`src/rtl/ppio_pkg.sv`:
```
package ppio_pkg;

  typedef enum logic [1:0] {
    SEL_A    = 2'd0,
    SEL_B    = 2'd1,
    SEL_C    = 2'd2,
    SEL_CTRL = 2'd3
  } ppio_sel_e;

  // Control word field positions (decoded by the configuration register)
  localparam int CW_FMT     = 7;
  localparam int CW_A_IN    = 4;
  localparam int CW_CU_IN   = 3;
  localparam int CW_B_IN    = 1;
  localparam int CW_CL_IN   = 0;
  localparam int CW_BMODE   = 2;
  localparam int CW_AMODE_L = 5;

  typedef struct packed {
    logic [1:0] grp_a_mode;
    logic       grp_b_mode;
    logic       a_in;
    logic       b_in;
    logic       cu_in;
    logic       cl_in;
  } ppio_cfg_t;

endpackage

```
`src/rtl/ppio_cfg_reg.sv`:
```
module ppio_cfg_reg
  import ppio_pkg::*;
#(
  parameter int DATA_W = 8,
  localparam int IDX_W = $clog2(DATA_W)
) (
  input  logic              clk,
  input  logic              rst,
  input  logic              wr_ctrl,
  input  logic [DATA_W-1:0] wdata,
  output ppio_cfg_t         cfg,
  output logic              clr_latch,
  output logic              pin_en,
  output logic [IDX_W-1:0]  pin_idx,
  output logic              pin_val
);

  logic is_cfg;

  assign is_cfg    = wdata[CW_FMT];
  assign clr_latch = wr_ctrl && is_cfg;
  assign pin_en    = wr_ctrl && !is_cfg;
  assign pin_idx   = wdata[IDX_W:1];
  assign pin_val   = wdata[0];

  always_ff @(posedge clk) begin
    if (rst) begin
      cfg.grp_a_mode <= '0;
      cfg.grp_b_mode <= 1'b0;
      cfg.a_in       <= 1'b1;
      cfg.b_in       <= 1'b1;
      cfg.cu_in      <= 1'b1;
      cfg.cl_in      <= 1'b1;
    end else if (clr_latch) begin
      cfg.grp_a_mode <= wdata[CW_AMODE_L +: 2];
      cfg.grp_b_mode <= wdata[CW_BMODE];
      cfg.a_in       <= wdata[CW_A_IN];
      cfg.b_in       <= wdata[CW_B_IN];
      cfg.cu_in      <= wdata[CW_CU_IN];
      cfg.cl_in      <= wdata[CW_CL_IN];
    end
  end

endmodule

```
`src/rtl/ppio_lane.sv`:
```
module ppio_lane #(
  parameter int W = 4
) (
  input  logic         clk,
  input  logic         rst,
  input  logic         clr,
  input  logic         ld,
  input  logic [W-1:0] ld_data,
  input  logic [W-1:0] bit_we,
  input  logic         bit_val,
  input  logic         is_in,
  input  logic [W-1:0] pin_in,
  output logic [W-1:0] q,
  output logic [W-1:0] oe,
  output logic [W-1:0] rd_val
);

  always_ff @(posedge clk) begin
    if (rst || clr) begin
      q <= '0;
    end else if (ld) begin
      q <= ld_data;
    end else begin
      for (int k = 0; k < W; k++) begin
        if (bit_we[k]) q[k] <= bit_val;
      end
    end
  end

  assign oe     = {W{~is_in}};
  assign rd_val = is_in ? pin_in : q;

endmodule

```
`src/rtl/ppio_rd_port.sv`:
```
module ppio_rd_port
  import ppio_pkg::*;
#(
  parameter int DATA_W = 8
) (
  input  logic              clk,
  input  logic              rst,
  input  logic              rd_en,
  input  logic [1:0]        sel,
  input  logic [DATA_W-1:0] a_val,
  input  logic [DATA_W-1:0] b_val,
  input  logic [DATA_W-1:0] c_val,
  output logic [DATA_W-1:0] rdata
);

  logic [DATA_W-1:0] mux;

  always_comb begin
    unique case (ppio_sel_e'(sel))
      SEL_A:   mux = a_val;
      SEL_B:   mux = b_val;
      SEL_C:   mux = c_val;
      default: mux = '0;
    endcase
  end

  always_ff @(posedge clk) begin
    if (rst || !rd_en) rdata <= '0;
    else               rdata <= mux;
  end

endmodule

```
`src/rtl/ppio_ctrl.sv`:
```
module ppio_ctrl
  import ppio_pkg::*;
#(
  parameter int DATA_W = 8
) (
  input  logic              clk,
  input  logic              rst,
  input  logic              cs,
  input  logic              rd,
  input  logic              wr,
  input  logic [1:0]        addr,
  input  logic [DATA_W-1:0] wdata,
  output logic [DATA_W-1:0] rdata,
  input  logic [DATA_W-1:0] pa_in,
  output logic [DATA_W-1:0] pa_out,
  output logic [DATA_W-1:0] pa_oe,
  input  logic [DATA_W-1:0] pb_in,
  output logic [DATA_W-1:0] pb_out,
  output logic [DATA_W-1:0] pb_oe,
  input  logic [DATA_W-1:0] pc_in,
  output logic [DATA_W-1:0] pc_out,
  output logic [DATA_W-1:0] pc_oe
);

  localparam int HALF_W = DATA_W / 2;
  localparam int NPORT  = 3;
  localparam int NLANE  = NPORT * 2;
  localparam int IDX_W  = $clog2(DATA_W);

  logic wr_hit, rd_hit, wr_ctrl;
  assign wr_hit  = cs && wr;
  assign rd_hit  = cs && rd;
  assign wr_ctrl = wr_hit && (addr == SEL_CTRL);

  ppio_cfg_t        cfg;
  logic             clr_latch, pin_en, pin_val;
  logic [IDX_W-1:0] pin_idx;

  ppio_cfg_reg #(.DATA_W(DATA_W)) u_cfg (
    .clk      (clk),
    .rst      (rst),
    .wr_ctrl  (wr_ctrl),
    .wdata    (wdata),
    .cfg      (cfg),
    .clr_latch(clr_latch),
    .pin_en   (pin_en),
    .pin_idx  (pin_idx),
    .pin_val  (pin_val)
  );

  logic [DATA_W-1:0] pin_hot;
  assign pin_hot = pin_en ? (DATA_W'(1) << pin_idx) : '0;

  logic [NLANE-1:0]             ln_in;
  logic [NLANE-1:0][HALF_W-1:0] ln_q, ln_oe, ln_rd, ln_pin;

  assign ln_in  = {cfg.cu_in, cfg.cl_in, cfg.b_in, cfg.b_in, cfg.a_in, cfg.a_in};
  assign ln_pin = {pc_in, pb_in, pa_in};

  for (genvar i = 0; i < NLANE; i++) begin : g_lane
    logic [HALF_W-1:0] we;
    if (i / 2 == int'(SEL_C)) begin : g_c
      assign we = pin_hot[(i % 2) * HALF_W +: HALF_W];
    end else begin : g_ab
      assign we = '0;
    end

    ppio_lane #(.W(HALF_W)) u_lane (
      .clk    (clk),
      .rst    (rst),
      .clr    (clr_latch),
      .ld     (wr_hit && (addr == 2'(i / 2))),
      .ld_data(wdata[(i % 2) * HALF_W +: HALF_W]),
      .bit_we (we),
      .bit_val(pin_val),
      .is_in  (ln_in[i]),
      .pin_in (ln_pin[i]),
      .q      (ln_q[i]),
      .oe     (ln_oe[i]),
      .rd_val (ln_rd[i])
    );
  end

  assign {pc_out, pb_out, pa_out} = ln_q;
  assign {pc_oe,  pb_oe,  pa_oe}  = ln_oe;

  ppio_rd_port #(.DATA_W(DATA_W)) u_rd (
    .clk  (clk),
    .rst  (rst),
    .rd_en(rd_hit),
    .sel  (addr),
    .a_val({ln_rd[1], ln_rd[0]}),
    .b_val({ln_rd[3], ln_rd[2]}),
    .c_val({ln_rd[5], ln_rd[4]}),
    .rdata(rdata)
  );

endmodule

```
`config.mk`:
```
export PLATFORM = sky130hd
export DESIGN_NAME = ppio_ctrl
export DESIGN_NICKNAME = d
export VERILOG_FILES = /design/src/rtl/ppio_pkg.sv /design/src/rtl/ppio_cfg_reg.sv /design/src/rtl/ppio_lane.sv /design/src/rtl/ppio_rd_port.sv /design/src/rtl/ppio_ctrl.sv
export SDC_FILE = /design/constraint.sdc
export NUM_CORES = 1
export LEC_CHECK = 0
export ABC_AREA = 1
export BUFFER_PORTS_ARGS = -buffer_cell sky130_fd_sc_hd__buf_2
export CORE_ASPECT_RATIO = 1.75
export CORE_MARGIN = 2
export CORE_UTILIZATION = 40
export CTS_CLUSTER_DIAMETER = 120
export CTS_CLUSTER_SIZE = 30
export DETAILED_ROUTE_END_ITERATION = 12
export PLACE_DENSITY = 0.7
export SLEW_MARGIN = 20
export SYNTH_ARGS = -nofsm -noshare
export SYNTH_HDL_FRONTEND = slang
export SYNTH_HIERARCHICAL = 1
export SYNTH_SLANG_ARGS = --single-unit
```
`constraint.sdc`:
```
create_clock -name clk -period 5.2 [get_ports clk]
set_input_delay 1.3 -clock clk [delete_from_list [all_inputs] [get_ports clk]]
set_output_delay 1.3 -clock clk [all_outputs]
set_load 0.02 [all_outputs]
```
==> metrics, run 1 <==
share of cells above drive strength 1 24.0%; Die X 64.4 µm; hold-fix buffers at CTS 0; clock share of power 35.9%; Period minus WS final 2.82 ns; first-pass GRT wire length 11.1 mm; PD cells 220 nW/µm²; final instance area 3100 µm²; RSZ-0062 raised after global routing false; startpoint types input pin; Root Driver clkbuf_8; CTS Buffer Depth 2; Sw Share 29.7%; CP max FO 13; postcts setup bufs 0; Internal Dissipation 0.478 mW; logic gate share of total power 20.5%; Overall Power 0.681 mW; WL per Instance 11.2 µm; register area 721 µm²; Critical Path AT 3.02 ns; post-synthesis cell area 2550 µm²; initial antenna violation count 0; total wire length 6.81 mm; Core Rows 38; initial core utilization 41.3%; Top Ports 95; number of port buffers 94; Worst-Margin Slew 0.971 ns; Antenna Nets Post-Route 0; status finished clean; leak pwr 1.99 nW; DP Area 2990 µm²; normalized max-slew margin 35.2%; Peak supply drop 0.139 mV; drt pass-1 iters 4; number of gates resized after cts 0; Crit Path Class input pin to flop; Req. time, crit path 5.40 ns; FILL cells 704; largest net degree at the start of global routing 29; average size of a mapped cell 6.00 µm²; Core Area 6180 µm²; post-synthesis cell count 426; Die Y 110 µm; Layout Nets 567; Final period util 54.3%; clk_skew 0.00132 ns; P&R area growth vs syn 21.3%; Ys Warns 6; maximum clock frequency 0.354 GHz; Multi-input gate area 1480 µm²; Total Routing Usage GR 20.4%; global route overflow 0; Die Area 7070 µm²; drt drc 0; sw power 0.202 mW; Flop pwr share 43.6%; CP Capture Type flop; TNS Setup 0 ns; Setup Viol. Count Final 0; Max Cap Viol 0; routability congestion estimate 0.886; antenna fix cells 0; DR iter-0 viols 102; CTS Buf Count 5; Hold Path Class flop to flop; CTS HTree Levels 2; Final Slew Violations 0; # clock sinks 36; clock-pin slew of the registers on the worst-case setup and hold paths 0.07 ns; HPWL Detailed 5.43 mm; TritonCTS clock tree built; vias per inst 4.46; total number of vias 2718; number of global-route vias before repair 2488; worst-skew pair later-pin latency 0.29 ns; Final Hold Fails 0
## worst max-delay path: stages
cell,delay [ns]
buf_2,0.24
nand2_1,0.08
nor2_1,0.30
nand2_2,0.14
inv_1,0.73
nor2_8,0.07
nand2_1,0.11
inv_1,0.04
## registers in the layout (all words and copies together), names as in the netlist
name             count
g_lane.u_lane/q     24
u_rd/rdata           8
u_cfg/cfg            4
## layout by cell type, fill, tap and decap left out
cell,count
clkbuf_8,5
nand2_1,176
bufinv_16,1
nor2_2,2
nand3_1,80
nor2_1,35
inv_2,14
clkinv_2,1
clkbuf_1,1
buf_4,1
conb_1,32
nor2_8,7
nor2_4,1
buf_2,94
nand2_2,1
inv_1,42
dfxtp_1,36
## power by group through the flow
stage                     Clock [mW]  Sequential (mW)  Combinational, mW
after global routing           0.262            0.298              0.157
after detailed placement           0            0.303              0.139
after floorplan                    0            0.314             0.0842
final                          0.244            0.297              0.139
after global placement             0            0.303              0.138
after CTS                      0.250            0.297              0.139
## metal layers
metal | global-route usage (%) | up-vias | part of all wire, %
met1 | 22.0 | 1165 | 40
met3 | 3.48 | 12 | 5.9
met2 | 38.2 | 92 | 52
li1 | - | 1449 | -
met5 | 0 | - | 0
met4 | 9.57 | 0 | 2.6
## worst paths after layout
| check | slack, ns | from | cells after the start | to |
|---|---|---|---|---|
| hold reg to reg | 0.55 | u_cfg/cfg[1] | 2 | u_cfg/cfg[1] |
| setup reg to reg | 3.94 | u_cfg/cfg[3] | 7 | u_rd/rdata[2] |
| setup / recovery | 2.38 | addr[0] | 8 | g_lane[4].u_lane/q[0] |
| hold / removal | 0.55 | u_cfg/cfg[1] | 2 | u_cfg/cfg[1] |
## layout make-up
class | instances | share of cell area (%)
inverter | 56 | 6.78
clock buffer | 6 | 2.34
timing repair buffer | 95 | 15.4
multi-input combinational | 334 | 47.8
tap | 80 | 3.23
sequential | 36 | 23.3
clock inverter | 2 | 1.13
## through the flow
| step | utilization (%) | cells | hold slack [ns] | setup WS (ns) |
|---|---|---|---|---|
| 4_1_cts | 50.1 | 609 | 0.555 | 2.38 |
| 3_5_place_dp | 48.3 | 601 | 0.543 | 2.08 |
| 6_report | 50.1 | 609 | 0.553 | 2.38 |
| 3_3_place_gp | 48.3 | 601 | 0.541 | 2.10 |
| 5_1_grt | 50.1 | 609 | 0.574 | 2.23 |
| 2_1_floorplan | - | 457 | 0.506 | 2.42 |
Power figures use the tool's default switching activity.
==> inputs of run 2 (changes only) <==
Settings changed: PLACE_DENSITY 0.7 to 0.73.
Clock period 5.2 ns to 2.4 ns, I/O delays scaled along.
==> metrics, run 2 (same netlist as run 1, synthesis figures left out) <==
min-delay src u_cfg/cfg[1]; worst-skew pair later-pin latency 0.30 ns (about the same); Crit Path Class input pin to flop; Total Routing Usage GR 20.0% (-0.40 points); first-pass GRT wire length 10.9 mm (-2.2%); WL per Instance 11.1 µm (-0.92%); crit path launch addr[0]; share of cells above drive strength 1 24.5% (+0.52 points); startpoint types input pin; CTS HTree Levels 2 (unchanged); Root Driver clkbuf_8; Largest register FFs 24 (unchanged); Period minus WS final 1.81 ns; Core Rows 38 (unchanged); Die X 64.4 µm (unchanged); initial antenna violation count 0 (unchanged); number of port buffers 94 (unchanged); Die Area 7070 µm² (unchanged); hold-fix buffers at CTS 0 (unchanged); Worst Setup Slack, final 0.588 ns (-1.79 ns); Worst-Margin Slew 0.699 ns (-0.272 ns); Reg with most FFs g_lane.u_lane/q; leak pwr 2.01 nW (+1.1%); Largest regs g_lane.u_lane/q (24), u_rd/rdata (8), u_cfg/cfg (4); routability congestion estimate 0.853 (-3.7%); Final Slew Violations 0 (unchanged); Slowest-stage cell, CP nor2_1; Core Area 6180 µm² (unchanged); Final period util 75.5%; Top Ports 95 (unchanged); most frequent cells in the layout nand2_1 (176), buf_2 (94), nand3_1 (80), inv_1 (42), nor2_1 (37); status finished clean; CTS Buffer Depth 2 (unchanged); total number of vias 2736 (+0.66%); Overall Power 1.41 mW (+110%); Max Cap Viol 0 (unchanged); drt drc 0 (unchanged); HPWL Detailed 5.48 mm (+0.82%); number of gates resized after cts 0 (unchanged); CP Capture Type flop; drt pass-1 iters 4 (unchanged); end-of-flow core utilization 50.4% (+0.28 points); Antenna Nets Post-Route 0 (unchanged); CP max FO 13 (unchanged); # clock sinks 36 (unchanged); Hold Path Class flop to flop; Critical Path AT 2.01 ns (-1.01 ns); CP cell instances buf_2 > nand2_1 > nor2_1 > inv_1 > nor2_1 > nand2_1 > nor2_1 > nor2_1 > nand2_1 > nand3_1 > nand2_1 > inv_1; largest net degree at the start of global routing 29 (unchanged); TNS Setup 0 ns (unchanged); clock-pin slew of the registers on the worst-case setup and hold paths 0.07 ns (about the same); number of global-route vias before repair 2410 (-3.1%); PD cells 452 nW/µm² (+110%); worst hold slack 0.550 ns (-0.00304 ns); initial core utilization 41.3% (unchanged); Setup Viol. Count Final 0 (unchanged); Die Y 110 µm (unchanged); DR iter-0 viols 85 (-17%); RSZ-0062 raised after global routing false; P&R area growth vs syn 22.0%; setup slack after placement 0.294 ns (-1.79 ns); Peak supply drop 0.271 mV (+95%); antenna fix cells 0 (unchanged); vias per inst 4.46 (-0.16%); maximum clock frequency 0.552 GHz; Crit Reg-Reg Startpoint u_cfg/cfg[2]; postcts setup bufs 0 (unchanged); total wire length 6.80 mm (-0.10%); CTS Buf Count 5 (unchanged); TritonCTS clock tree built; commonest non-fill, non-tap cell in the layout nand2_1; Final Hold Fails 0 (unchanged); global route overflow 0 (unchanged); normalized max-slew margin 53.4% (+18 points); CP max stage delay 0.32 ns (-0.41 ns); clk_skew 0.00851 ns (+0.00720 ns); Req. time, crit path 2.60 ns (-2.80 ns); Layout Nets 572 (+0.88%)
run 2: worst paths after layout:
path	end	slack, ns	depth (start not counted)
setup / recovery	g_lane[4].u_lane/q[0]	0.59	12
hold / removal	u_cfg/cfg[1]	0.55	2
setup reg to reg	u_rd/rdata[2]	1.15	7
hold reg to reg	u_cfg/cfg[1]	0.55	2
run 2: layout make-up:
class	count	area (µm²)
clock buffers	6	82.6
inverters	56	210
well taps	80	100
flip-flops and latches	36	721
clock inverters	2	10.0
multi-input cells	334	1480
repair buffers	100	515
fillers	695	3060
run 2: worst max-delay path: cells and delay by family:
family / cells / cell delay, ns
and+or+nand+nor: 9 / 1.06
buffers and inverters: 3 / 0.34
run 2: routing by layer:
metal,track usage [%],routed length (µm),part of all wire [%]
met4,8.81,150,2.2
met2,38.0,3540,52
met1,20.9,2660,39
met5,0,0,0
met3,4.09,458,6.7
run 2: through the flow:
stage / area, µm² / instances
6_report: 3120 / 614
5_1_grt: 3120 / 614
4_1_cts: 3120 / 614
3_5_place_dp: 3020 / 606
3_3_place_gp: 3020 / 606
2_1_floorplan: 2670 / 457
run 2: report_power, final:
group	internal (mW)	leakage, nW	switching (mW)	total (mW)
registers	0.622	0.294	0.0194	0.641
clock network	0.229	0.0510	0.232	0.461
logic	0.108	1.66	0.198	0.306
